**src/rtl/utask_prio_enc.sv**
```systemverilog
module utask_prio_enc #(
   parameter int unsigned N   = 16,
   localparam int unsigned IW = $clog2(N)
) (
   input  logic [N-1:0]  req,
   output logic [IW-1:0] idx
);
   always_comb begin
      idx = '0;
      for (int i = 0; i < N; i++) begin
         if (req[i]) idx = IW'(i);
      end
   end
endmodule

```
**src/rtl/utask_mpc_file.sv**
```systemverilog
module utask_mpc_file #(
   parameter int unsigned N      = 16,
   parameter int unsigned ADDR_W = 10,
   localparam int unsigned IW    = $clog2(N)
) (
   input  logic              clk,
   input  logic              rst_n,
   input  logic              we,
   input  logic [IW-1:0]     waddr,
   input  logic [ADDR_W-1:0] wdata,
   input  logic [IW-1:0]     raddr,
   output logic [ADDR_W-1:0] rdata
);
   logic [ADDR_W-1:0] slot [N];

   for (genvar g = 0; g < N; g++) begin : g_slot
      always_ff @(posedge clk) begin
         if (!rst_n)                      slot[g] <= ADDR_W'(g);
         else if (we && waddr == IW'(g)) slot[g] <= wdata;
      end
   end

   assign rdata = slot[raddr];
endmodule

```
**src/rtl/utask_switcher.sv**
```systemverilog
module utask_switcher #(
   parameter int unsigned NUM_TASKS = 16,
   parameter int unsigned ADDR_W    = 10,
   localparam int unsigned TID_W    = $clog2(NUM_TASKS)
) (
   input  logic              clk,
   input  logic              rst_n,
   input  logic [15:0]       wake_req,
   input  logic              task_strobe,
   input  logic [ADDR_W-1:0] next_addr,
   output logic [TID_W-1:0]  cur_task,
   output logic [ADDR_W-1:0] fetch_addr
);
   if (NUM_TASKS != 16) begin : g_bad_tasks
      $error("utask_switcher: request vector is 16 bits wide");
   end
   if ((2 ** ADDR_W) < NUM_TASKS) begin : g_bad_addr
      $error("utask_switcher: address space too small for reset vectors");
   end

   logic [TID_W-1:0]  cur_q;
   logic [ADDR_W-1:0] pc_q;
   logic [NUM_TASKS-1:0] eligible;
   logic [TID_W-1:0]  winner;
   logic [ADDR_W-1:0] resume_addr;
   logic              do_switch;

   // Task 0 is always eligible.
   assign eligible  = wake_req | NUM_TASKS'(1);
   assign do_switch = task_strobe && (winner != cur_q);

   utask_prio_enc #(.N(NUM_TASKS)) u_enc (
      .req (eligible),
      .idx (winner)
   );

   utask_mpc_file #(.N(NUM_TASKS), .ADDR_W(ADDR_W)) u_mpc (
      .clk   (clk),
      .rst_n (rst_n),
      .we    (do_switch),
      .waddr (cur_q),
      .wdata (next_addr),
      .raddr (winner),
      .rdata (resume_addr)
   );

   always_ff @(posedge clk) begin
      if (!rst_n) begin
         cur_q <= '0;
         pc_q  <= '0;
      end else if (do_switch) begin
         cur_q <= winner;
         pc_q  <= resume_addr;
      end else begin
         pc_q  <= next_addr;
      end
   end

   assign cur_task   = cur_q;
   assign fetch_addr = pc_q;
endmodule

```
**config.mk**
```make
export PLATFORM = sky130hd
export DESIGN_NAME = utask_switcher
export DESIGN_NICKNAME = d
export VERILOG_FILES = /design/src/rtl/utask_prio_enc.sv /design/src/rtl/utask_mpc_file.sv /design/src/rtl/utask_switcher.sv
export SDC_FILE = /design/constraint.sdc
export NUM_CORES = 1
export LEC_CHECK = 0
export BUFFER_PORTS_ARGS = -buffer_cell sky130_fd_sc_hd__buf_2
export CAP_MARGIN = 15
export CELL_PAD_IN_SITES_DETAIL_PLACEMENT = 2
export CELL_PAD_IN_SITES_GLOBAL_PLACEMENT = 2
export CORE_UTILIZATION = 41
export CTS_BUF_LIST = sky130_fd_sc_hd__clkbuf_16
export DETAILED_ROUTE_END_ITERATION = 16
export PLACE_DENSITY_LB_ADDON = 0.25
export SETUP_SLACK_MARGIN = 0.4
export SYNTH_ARGS = -nofsm -noshare
export SYNTH_HDL_FRONTEND = slang
export SYNTH_HIERARCHICAL = 1
export SYNTH_SLANG_ARGS = --single-unit
```
**constraint.sdc**
```tcl
create_clock -name clk -period 9.3 [get_ports clk]
set_input_delay 1.86 -clock clk [delete_from_list [all_inputs] [get_ports clk]]
set_output_delay 1.86 -clock clk [all_outputs]
set_load 0.02 [all_outputs]
```
==> load_flow_metrics.sql, run 1 <==
INSERT INTO impl_metrics (metric_group, metric, value, unit) VALUES
('route', 'vias', '4995', ''),
('setup_path', 'cp.buffers_inverters', '2', ''),
('placed_design', 'buffer_ports.inserted', '41', ''),
('die', 'floorplan.rows', '50', ''),
('clocking', 'post_cts.repair.setup_buffers', '0', ''),
('logic_synthesis', 'synth.cell_area', '0.00808', 'sq mm'),
('clocking', 'cts_inserted_buffers', '17', ''),
('clocking', 'deepest_clock_path_buffer_count', '2', ''),
('clocking', 'cts.hold.buffers_added', '0', ''),
('pwr', 'power.internal', '1.42', 'mW'),
('global_route', 'first_global_vias', '5458', ''),
('clocking', 'insertion_delay', '430', 'ps'),
('placed_design', 'routabilityCongestion', '0.718', ''),
('setup_path', 'worst_path_max_delay_cell', 'o41a_1', ''),
('pwr', 'power.clock.fraction', '42.7', '%'),
('sta', 'period_share', '62.0', '%'),
('die', 'core', '0.0190', 'sq mm'),
('global_route', 'globalRoute.totalOverflow', '0', ''),
('run', 'max-cap-violations', '0', ''),
('finish', 'fillCellCount', '1817', ''),
('sta', 'fin_crit', '5770', 'ps'),
('setup_path', 'cp-start-kind', 'input pin', ''),
('die', 'die_area', '0.0203', 'sq mm'),
('sta', 'hold_viol_final', '0', ''),
('logic_synthesis', 'postSynthNetCount', '586', ''),
('pwr', 'combinational_fraction_of_design_power', '8.6', '%'),
('setup_path', 'timing.critical_path.to_type', 'flip-flop', ''),
('route', 'drc', '0', ''),
('route', 'routed_wirelength', '23900', 'um'),
('status', 'run_status', 'completed', ''),
('hold_path', 'min_path_type', 'flip-flop to flip-flop', ''),
('global_route', 'number_of_antenna_violations_at_the_first_check_in_global_routing', '0', ''),
('sta', 'report.final.slew_viol_count', '0', ''),
('route', 'wl_per_cell', '27.4', 'um'),
('finish', 'area_added_between_synthesis_and_finish', '14.1', '%'),
('pwr', 'static-leakage-power', '3.30', 'nW'),
('setup_path', 'cp_max_fo', '42', ''),
('placed_design', 'dp_hpwl', '14500', 'um'),
('sta', 'unrepaired_setup_endpoints_after_global_routing', 'no', ''),
('logic_synthesis', 'syn-instance-count', '557', ''),
('sta', 'final.setup_skew', '11.6', 'ps'),
('die', 'die_width', '142', 'um'),
('clocking', 'tritoncts', 'yes', ''),
('pwr', 'switchingPower', '429', 'uW'),
('clocking', 'clk_transition_reported_paths', '70', 'ps'),
('clocking', 'clock_tree.htree_level_count', '4', ''),
('global_route', 'wire_length_of_the_first_global_routing_pass', '35500', 'um'),
('finish', 'num_antenna_cells', '0', ''),
('sta', 'tightest_slew', '1010', 'ps'),
('sta', 'timing.slew.headroom', '32.5', '%'),
('finish', 'design.final.nets', '627', ''),
('die', 'dieHeight', '142', 'um'),
('finish', 'finalInstanceArea', '0.00922', 'sq mm'),
('setup_path', 'cp.arrival', '6060', 'ps'),
('setup_path', 'path_cells', 'buf_2 > nand2b_1 > a221o_1 > a31oi_4 > buf_4 > xor2_1 > o41a_1 > nand4_1 > nor2_1 > and2_1', ''),
('sta', 'final_hold_slack', '667', 'ps'),
('pwr', 'switching_share', '23.2', '%'),
('route', 'first_drt_iteration_drcs', '367', ''),
('setup_path', 'worstPathRequired', '9590', 'ps'),
('finish', 'share_of_layout_cells_above_drive_strength_1', '19.5', '%'),
('route', 'drt-vias-per-instance', '5.73', ''),
('pwr', 'power_total', '1.85', 'mW'),
('placed_design', 'placedInstanceArea', '0.00858', 'sq mm'),
('sta', 'maxClockFrequency', '173', 'MHz'),
('setup_path', 'critical-path-max-stage-delay', '840', 'ps'),
('route', 'drt_pass1_iterations', '4', ''),
('clocking', 'cts-root-buf', 'clkbuf_16', ''),
('setup_path', 'kind_of_cell_adding_the_most_delay_to_the_critical_path', 'simple AND/OR/NAND/NOR gates', ''),
('die', 'design.portCount', '43', ''),
('logic_synthesis', 'postSynthAreaPerCell', '14.5', 'sq um'),
('die', 'start_util', '42.5', '%'),
('global_route', 'maximum_number_of_pins_on_one_net_before_global_route_repair', '45', ''),
('pwr', 'vdd_ir_drop_max', '119', 'uV'),
('pwr', 'share_of_power_burned_in_registers', '48.7', '%'),
('pwr', 'cellPowerDensity', '200', 'mW/mm^2'),
('sta', 'timing.final.setup_violations', '0', ''),
('clocking', 'ctsResizeCount', '0', ''),
('sta', 'final.setup.tns', '0', 'ps'),
('finish', 'layout.core_utilization', '48.5', '%'),
('route', 'ant_nets', '0', ''),
('setup_path', 'critical_path_class', 'input pin to flip-flop', ''),
('global_route', 'groute.usage.overall', '25.1', '%'),
('clocking', 'numClockSinks', '174', ''),
('logic_synthesis', 'ys_warn_count', '6', '');
## per-stage QoR
stage	std cells	setup slack (ps)
after floorplan	557	4340
after global placement	839	3240
after detailed placement	839	3010
after CTS	871	3520
after global routing	871	3180
final	871	3530
## per-layer routing
| layer | share of wire, % | routed length (um) | global-route usage (%) |
|---|---|---|---|
| met1 | 44 | 10400 | 33.3 |
| met5 | 0 | 0 | 0 |
| met2 | 50 | 12000 | 41.9 |
| met4 | 1.4 | 335 | 7.70 |
| met3 | 4.6 | 1100 | 4.37 |
## final cells by class
type	count	area, sq um	area share [%]
clock inverter	15	216	2.35
inverter	1	3.75	0.0407
clock buffer	17	425	4.61
timing repair buffer	59	340	3.69
multi-input combinational	345	2820	30.6
tap	260	325	3.53
sequential	174	5080	55.2
## final timing paths
kind / startpoint / endpoint / slack (ps) / cells after the start
max: wake_req[2] / u_mpc/slot[10][9] / 3530 / 10
min: cur_task[2] / cur_task[2] / 670 / 2
max reg2reg: cur_task[1] / u_mpc/slot[10][9] / 5800 / 5
min reg2reg: cur_task[2] / cur_task[2] / 670 / 2
## sequential cells by signal, summed over array words and instances (netlist names)
register and cells:
u_mpc/slot 160, fetch_addr 10, cur_task 4
## worst register-to-register path, stage by stage, from the launching register on
cell	delay [ps]
dfxtp_1	620
xor2_1	190
o41a_1	850
nand4_1	690
nor2_1	740
and2_1	260
## power groups by stage
stage	clock, mW	combinational (mW)	sequential, mW
global placement	0	0.152	0.911
detailed placement	0	0.158	0.916
floorplan	0	0.0911	0.916
CTS	0.801	0.161	0.900
global route	0.823	0.170	0.902
finish	0.788	0.159	0.900
## layout by cell type (no fill, tap or decap), types with 5 or more instances in the layout
| cell type | count |
|---|---|
| a22oi_1 | 20 |
| and2_1 | 129 |
| buf_2 | 41 |
| buf_4 | 18 |
| bufinv_16 | 5 |
| clkbuf_16 | 17 |
| dfxtp_1 | 14 |
| edfxtp_1 | 160 |
| mux2i_1 | 14 |
| mux4_1 | 12 |
| mux4_2 | 28 |
| nand2_1 | 32 |
| nor2_1 | 25 |
| nor2b_1 | 7 |
| o21ai_0 | 18 |
| or3_1 | 32 |
No activity file was read; power rests on OpenSTA's default activity.
==> run 2: changes to the inputs <==
--- a/config.mk
+++ b/config.mk
@@ -5,11 +5,12 @@
 export SDC_FILE = /design/constraint.sdc
 export NUM_CORES = 1
 export LEC_CHECK = 0
+export ABC_AREA = 1
 export BUFFER_PORTS_ARGS = -buffer_cell sky130_fd_sc_hd__buf_2
 export CAP_MARGIN = 15
 export CELL_PAD_IN_SITES_DETAIL_PLACEMENT = 2
 export CELL_PAD_IN_SITES_GLOBAL_PLACEMENT = 2
-export CORE_UTILIZATION = 41
+export CORE_UTILIZATION = 34
 export CTS_BUF_LIST = sky130_fd_sc_hd__clkbuf_16
 export DETAILED_ROUTE_END_ITERATION = 16
 export PLACE_DENSITY_LB_ADDON = 0.25
==> constraint.sdc (replaced) <==
create_clock -name clk -period 5.03 [get_ports clk]
set_input_delay 1.006 -clock clk [delete_from_list [all_inputs] [get_ports clk]]
set_output_delay 1.006 -clock clk [all_outputs]
set_load 0.02 [all_outputs]
==> load_flow_metrics.sql, run 2 <==
INSERT INTO impl_metrics (metric_group, metric, value, unit) VALUES
('hold_path', 'worst_hold_path.endpoint', 'cur_task[0]', ''),
('sta', 'fin_crit', '3600', 'ps'),
('sta', 'postLayoutSetupSlackWorst', '1430', 'ps'),
('route', 'routed_wirelength', '29700', 'um'),
('finish', 'max_flop_register', 'u_mpc/slot', ''),
('logic_synthesis', 'syn-instance-count', '1046', ''),
('clocking', 'insertion_delay', '440', 'ps'),
('sta', 'final.setup_skew', '12.5', 'ps'),
('route', 'first_drt_iteration_drcs', '371', ''),
('sta', 'maxClockFrequency', '278', 'MHz'),
('finish', 'fillCellCount', '2933', ''),
('route', 'ant_nets', '0', ''),
('clocking', 'cts_inserted_buffers', '17', ''),
('pwr', 'cellPowerDensity', '339', 'mW/mm^2'),
('clocking', 'numClockSinks', '174', ''),
('sta', 'final_hold_slack', '639', 'ps'),
('setup_path', 'critical_path_class', 'input pin to flip-flop', ''),
('setup_path', 'crit_path_top_cell_by_count', 'nand2_1', ''),
('clocking', 'ctsResizeCount', '0', ''),
('die', 'core', '0.0253', 'sq mm'),
('die', 'die_width', '163', 'um'),
('finish', 'num_antenna_cells', '0', ''),
('finish', 'ff_latch_area', '0.00508', 'sq mm'),
('hold_path', 'min_path_type', 'flip-flop to flip-flop', ''),
('setup_path', 'worst_reg_to_reg_cells', '9', ''),
('finish', 'largest_reg_flops', '160', ''),
('logic_synthesis', 'postSynthNetCount', '1075', ''),
('logic_synthesis', 'ys_warn_count', '6', ''),
('global_route', 'number_of_antenna_violations_at_the_first_check_in_global_routing', '0', ''),
('setup_path', 'path_cells', 'buf_2 > nor4_1 > nand2_1 > buf_4 > inv_1 > nand2_1 > nand2_1 > nor2_2 > a21boi_0 > buf_4 > inv_4 > nor3_4 > nand2_1 > nand2_1', ''),
('finish', 'design.final.nets', '1098', ''),
('sta', 'timing.final.setup_violations', '0', ''),
('global_route', 'first_global_vias', '7883', ''),
('placed_design', 'buffer_ports.inserted', '41', ''),
('clocking', 'cts.hold.buffers_added', '0', ''),
('global_route', 'globalRoute.totalOverflow', '0', ''),
('clocking', 'deepest_clock_path_buffer_count', '2', ''),
('clocking', 'clock_tree.htree_level_count', '4', ''),
('setup_path', 'worstPathRequired', '5100', 'ps'),
('logic_synthesis', 'synth.cell_area', '0.00878', 'sq mm'),
('global_route', 'wire_length_of_the_first_global_routing_pass', '45500', 'um'),
('logic_synthesis', 'postSynthAreaPerCell', '8.40', 'sq um'),
('global_route', 'maximum_number_of_pins_on_one_net_before_global_route_repair', '82', ''),
('route', 'drt_pass1_iterations', '4', ''),
('setup_path', 'kind_of_cell_adding_the_most_delay_to_the_critical_path', 'simple AND/OR/NAND/NOR gates', ''),
('die', 'dieHeight', '163', 'um'),
('setup_path', 'critical-path-max-stage-delay', '500', 'ps'),
('route', 'drt-vias-per-instance', '5.03', ''),
('setup_path', 'worst_path_max_delay_cell', 'nor4_1', ''),
('clocking', 'tritoncts', 'yes', ''),
('die', 'start_util', '34.8', '%'),
('sta', 'final.setup.tns', '0', 'ps'),
('hold_path', 'timing.hold.worst.start', 'cur_task[0]', ''),
('pwr', 'vdd_ir_drop_max', '236', 'uV'),
('setup_path', 'cp.buffers_inverters', '5', ''),
('run', 'max-cap-violations', '0', ''),
('sta', 'tightest_slew', '944', 'ps'),
('sta', 'hold_viol_final', '0', ''),
('die', 'design.portCount', '43', ''),
('sta', 'unrepaired_setup_endpoints_after_global_routing', 'no', ''),
('setup_path', 'cp_max_fo', '14', ''),
('sta', 'timing.slew.headroom', '37.0', '%'),
('global_route', 'groute.usage.overall', '23.6', '%'),
('placed_design', 'routabilityCongestion', '0.770', ''),
('status', 'run_status', 'completed', ''),
('finish', 'area_added_between_synthesis_and_finish', '12.4', '%'),
('finish', 'multiInputGateArea', '0.00277', 'sq mm'),
('finish', 'share_of_layout_cells_above_drive_strength_1', '11.3', '%'),
('route', 'wl_per_cell', '21.0', 'um'),
('route', 'drc', '0', ''),
('hold_path', 'worst_hold_path.num_cells', '2', ''),
('clocking', 'cts-root-buf', 'clkbuf_16', ''),
('sta', 'period_share', '71.5', '%'),
('setup_path', 'critical_path.reg2reg.endpoint', 'u_mpc/slot[3][0]', ''),
('die', 'floorplan.rows', '58', ''),
('route', 'vias', '7102', ''),
('sta', 'report.final.slew_viol_count', '0', ''),
('finish', 'layout_commonest_cell', 'nand2_1', ''),
('setup_path', 'timing.reg2reg.setup_slack', '2380', 'ps'),
('clocking', 'post_cts.repair.setup_buffers', '0', ''),
('pwr', 'static-leakage-power', '4.53', 'nW'),
('setup_path', 'r2r-start', 'cur_task[2]', ''),
('setup_path', 'cp.arrival', '3670', 'ps'),
('setup_path', 'timing.critical_path.to_type', 'flip-flop', ''),
('placed_design', 'dp_slack', '1020', 'ps'),
('die', 'die_area', '0.0265', 'sq mm'),
('finish', 'mostFrequentLayoutCells', 'nand2_1 (302), inv_1 (175), edfxtp_1 (160), nor2_1 (144), nand3_1 (133)', ''),
('clocking', 'clk_transition_reported_paths', '70', 'ps'),
('setup_path', 'cp-start-kind', 'input pin', ''),
('placed_design', 'dp_hpwl', '18900', 'um');
## run 2: power breakdown
group	switching (mW)	leakage [nW]	internal (mW)	total [mW]
clock network	0.608	0.289	0.701	1.31
registers	0.0234	1.67	1.64	1.66
logic	0.286	2.58	0.0907	0.376
total	0.917	4.53	2.43	3.34
## run 2: tightest hold or removal path, cell delays in order, from the launching register on
cell and delay [ps]:
dfxtp_1 390, mux2i_1 150, nor2_1 50
## run 2: worst max path at each step
| stage | from | endpoint | slack (ps) | cells after the start |
|---|---|---|---|---|
| floorplan | wake_req[2] | u_mpc/slot[12][0] | 1470 | 23 |
| finish | wake_req[12] | u_mpc/slot[3][0] | 1430 | 14 |
| global placement | wake_req[12] | u_mpc/slot[2][5] | 1150 | 14 |
| detailed placement | wake_req[12] | u_mpc/slot[3][5] | 1020 | 14 |
| CTS | wake_req[12] | u_mpc/slot[3][4] | 1440 | 14 |
| global route | wake_req[2] | u_mpc/slot[3][4] | 1160 | 26 |
## run 2: per-stage QoR
stage          std cells  total power [mW]  area [sq um]  utilization (%)
2_1_floorplan       1046              1.91          8780                -
3_3_place_gp        1380              2.05          9290             36.8
3_5_place_dp        1380              2.07          9290             36.8
4_1_cts             1412              3.37          9870             39.1
5_1_grt             1412              3.46          9870             39.1
6_report            1412              3.34          9870             39.1
## run 2: final cells by class
type	count	share of cell area (%)
Clock buffer	19	4.82
Clock inverter	13	1.04
Inverter	187	7.14
Multi-Input combinational cell	634	28.0
Sequential cell	174	51.5
Tap cell	330	4.18
Timing Repair Buffer	55	3.27
## run 2: routing by layer
layer | up-vias | part of all wire (%) | track usage, %
met3 | 28 | 3.4 | 3.11
met5 | - | 0 | 0
met4 | 0 | 2.3 | 7.77
met1 | 3599 | 42 | 28.7
met2 | 156 | 52 | 42.6
li1 | 3319 | - | -
==> run 3: changes to the inputs <==
--- a/config.mk
+++ b/config.mk
@@ -10,7 +10,7 @@
 export CAP_MARGIN = 15
 export CELL_PAD_IN_SITES_DETAIL_PLACEMENT = 2
 export CELL_PAD_IN_SITES_GLOBAL_PLACEMENT = 2
-export CORE_UTILIZATION = 34
+export CORE_UTILIZATION = 38
 export CTS_BUF_LIST = sky130_fd_sc_hd__clkbuf_16
 export DETAILED_ROUTE_END_ITERATION = 16
 export PLACE_DENSITY_LB_ADDON = 0.25
==> constraint.sdc (replaced) <==
create_clock -name clk -period 3.7 [get_ports clk]
set_input_delay 0.74 -clock clk [delete_from_list [all_inputs] [get_ports clk]]
set_output_delay 0.74 -clock clk [all_outputs]
set_load 0.02 [all_outputs]
==> load_flow_metrics.sql, run 3 (same netlist as run 2, synthesis figures left out) <==
INSERT INTO impl_metrics (metric_group, metric, value, unit) VALUES
('setup_path', 'kind_of_cell_adding_the_most_delay_to_the_critical_path', 'simple AND/OR/NAND/NOR gates', ''),
('finish', 'design.final.nets', '1108', ''),
('pwr', 'vdd_ir_drop_max', '322', 'uV'),
('sta', 'timing.final.setup_violations', '0', ''),
('global_route', 'wire_length_of_the_first_global_routing_pass', '44100', 'um'),
('sta', 'period_share', '82.2', '%'),
('setup_path', 'worst_path_max_delay_cell', 'nand4_1', ''),
('global_route', 'globalRoute.totalOverflow', '0', ''),
('sta', 'report.final.slew_viol_count', '0', ''),
('route', 'ant_nets', '0', ''),
('finish', 'layout_commonest_cell', 'nand2_1', ''),
('clocking', 'cts_inserted_buffers', '17', ''),
('die', 'design.portCount', '43', ''),
('placed_design', 'routabilityCongestion', '0.778', ''),
('sta', 'hold_viol_final', '0', ''),
('sta', 'unrepaired_setup_endpoints_after_global_routing', 'no', ''),
('die', 'core', '0.0226', 'sq mm'),
('finish', 'fillCellCount', '2524', ''),
('sta', 'maxClockFrequency', '329', 'MHz'),
('route', 'wl_per_cell', '20.8', 'um'),
('finish', 'layout.core_utilization', '43.7', '%'),
('sta', 'final.setup.tns', '0', 'ps'),
('global_route', 'maximum_number_of_pins_on_one_net_before_global_route_repair', '63', ''),
('clocking', 'cts.hold.buffers_added', '0', ''),
('clocking', 'cts-root-buf', 'clkbuf_16', ''),
('sta', 'final.setup_skew', '11.4', 'ps'),
('sta', 'fin_crit', '3040', 'ps'),
('status', 'run_status', 'completed', ''),
('finish', 'num_antenna_cells', '0', ''),
('clocking', 'clk_transition_reported_paths', '70', 'ps'),
('route', 'first_drt_iteration_drcs', '412', ''),
('finish', 'share_of_layout_cells_above_drive_strength_1', '12.9', '%'),
('die', 'die_width', '154', 'um'),
('hold_path', 'min_path_type', 'input pin to flip-flop', ''),
('placed_design', 'dp_hpwl', '19000', 'um'),
('clocking', 'tritoncts', 'yes', ''),
('die', 'dieHeight', '154', 'um'),
('placed_design', 'buffer_ports.inserted', '41', ''),
('finish', 'mostFrequentLayoutCells', 'nand2_1 (296), inv_1 (173), edfxtp_1 (160), nor2_1 (144), nand3_1 (133)', ''),
('clocking', 'deepest_clock_path_buffer_count', '2', ''),
('clocking', 'numClockSinks', '174', ''),
('die', 'die_area', '0.0237', 'sq mm'),
('setup_path', 'critical_path_class', 'input pin to flip-flop', ''),
('setup_path', 'cp_max_fo', '8', ''),
('setup_path', 'crit_path_top_cell_by_count', 'nand2_1', ''),
('die', 'floorplan.rows', '55', ''),
('setup_path', 'worstPathRequired', '3850', 'ps'),
('route', 'drt-vias-per-instance', '5.21', ''),
('setup_path', 'critical-path-max-stage-delay', '400', 'ps'),
('setup_path', 'timing.critical_path.to_type', 'flip-flop', ''),
('run', 'max-cap-violations', '0', ''),
('die', 'start_util', '38.8', '%'),
('route', 'routed_wirelength', '28600', 'um'),
('global_route', 'first_global_vias', '7761', ''),
('finish', 'max_flop_register', 'u_mpc/slot', ''),
('clocking', 'clock_tree.htree_level_count', '4', ''),
('route', 'drt_pass1_iterations', '7', ''),
('pwr', 'static-leakage-power', '4.58', 'nW'),
('global_route', 'number_of_antenna_violations_at_the_first_check_in_global_routing', '0', ''),
('global_route', 'groute.usage.overall', '25.2', '%'),
('pwr', 'cellPowerDensity', '456', 'mW/mm^2'),
('finish', 'area_added_between_synthesis_and_finish', '12.6', '%'),
('route', 'drc', '0', ''),
('sta', 'timing.slew.headroom', '35.4', '%'),
('route', 'vias', '7179', ''),
('setup_path', 'cp.buffers_inverters', '5', ''),
('sta', 'tightest_slew', '968', 'ps'),
('clocking', 'insertion_delay', '440', 'ps'),
('finish', 'largest_reg_flops', '160', ''),
('setup_path', 'cp-start-kind', 'input pin', ''),
('setup_path', 'cp.arrival', '3190', 'ps');
run 3: changes by cell type in the layout (fill, tap and decap cells not counted), sizes merged:
| cell | previous run | this run |
|---|---|---|
| clkinv | 7 | 9 |
| buf | 55 | 65 |
| clkinvlp | 1 | 0 |
| inv | 192 | 191 |
run 3: repair_timing:
item                       4_1_cts  5_1_grt
setup endpoints to repair        0       75
resized for setup                0        6
hold endpoints to repair         0        0
buffers inserted                 0        3
run 3: cell type report:
class	instances	area (sq um)	share of cell area, %
Clock buffer	19	475	4.81
Multi-Input combinational cell	634	2780	28.1
Timing Repair Buffer	65	398	4.02
Clock inverter	13	85.1	0.861
Tap cell	285	357	3.61
Sequential cell	174	5080	51.4
Inverter	187	704	7.12
run 3: worst reg2reg max path, cell delays in order (launching register included):
cell	delay (ps)
dfxtp_1	590
nand2_1	110
nand2_1	90
nor2_2	50
a21boi_1	260
buf_4	250
nand4_1	410
inv_1	270
nand2_1	90
run 3: path summary, 6_finish.rpt:
path	from	endpoint	slack, ps	cells after the start
worst min-delay path	next_addr[9]	fetch_addr[9]	540	3
worst max register to register	cur_task[2]	u_mpc/slot[13][2]	1310	8
worst max-delay path	wake_req[2]	u_mpc/slot[13][2]	660	25
worst min register to register	cur_task[0]	cur_task[0]	640	2
run 3: power breakdown:
group | switching (mW) | total [mW] | internal, mW
sequential | 0.0305 | 2.25 | 2.22
clock | 0.791 | 1.73 | 0.939
combinational | 0.389 | 0.520 | 0.131
run 3: metrics by stage:
stage | instance area, sq um | total power [mW] | setup WS (ps) | instances | hold WS [ps]
6_report | 9890 | 4.50 | 660 | 1377 | 537
5_1_grt | 9890 | 4.66 | 406 | 1377 | 553
4_1_cts | 9850 | 4.54 | 584 | 1374 | 524
3_5_place_dp | 9290 | 2.81 | 134 | 1342 | 626
3_3_place_gp | 9290 | 2.79 | 275 | 1342 | 603
2_1_floorplan | 8780 | 2.60 | 404 | 1046 | 650
run 3: metal layers:
metal | share of wire [%] | GRT usage (%) | routed length (um)
met1 | 43 | 31.2 | 12300
met2 | 51 | 44.5 | 14600
met3 | 3.5 | 3.83 | 1010
met4 | 2.5 | 8.57 | 702
met5 | 0 | 0 | 0
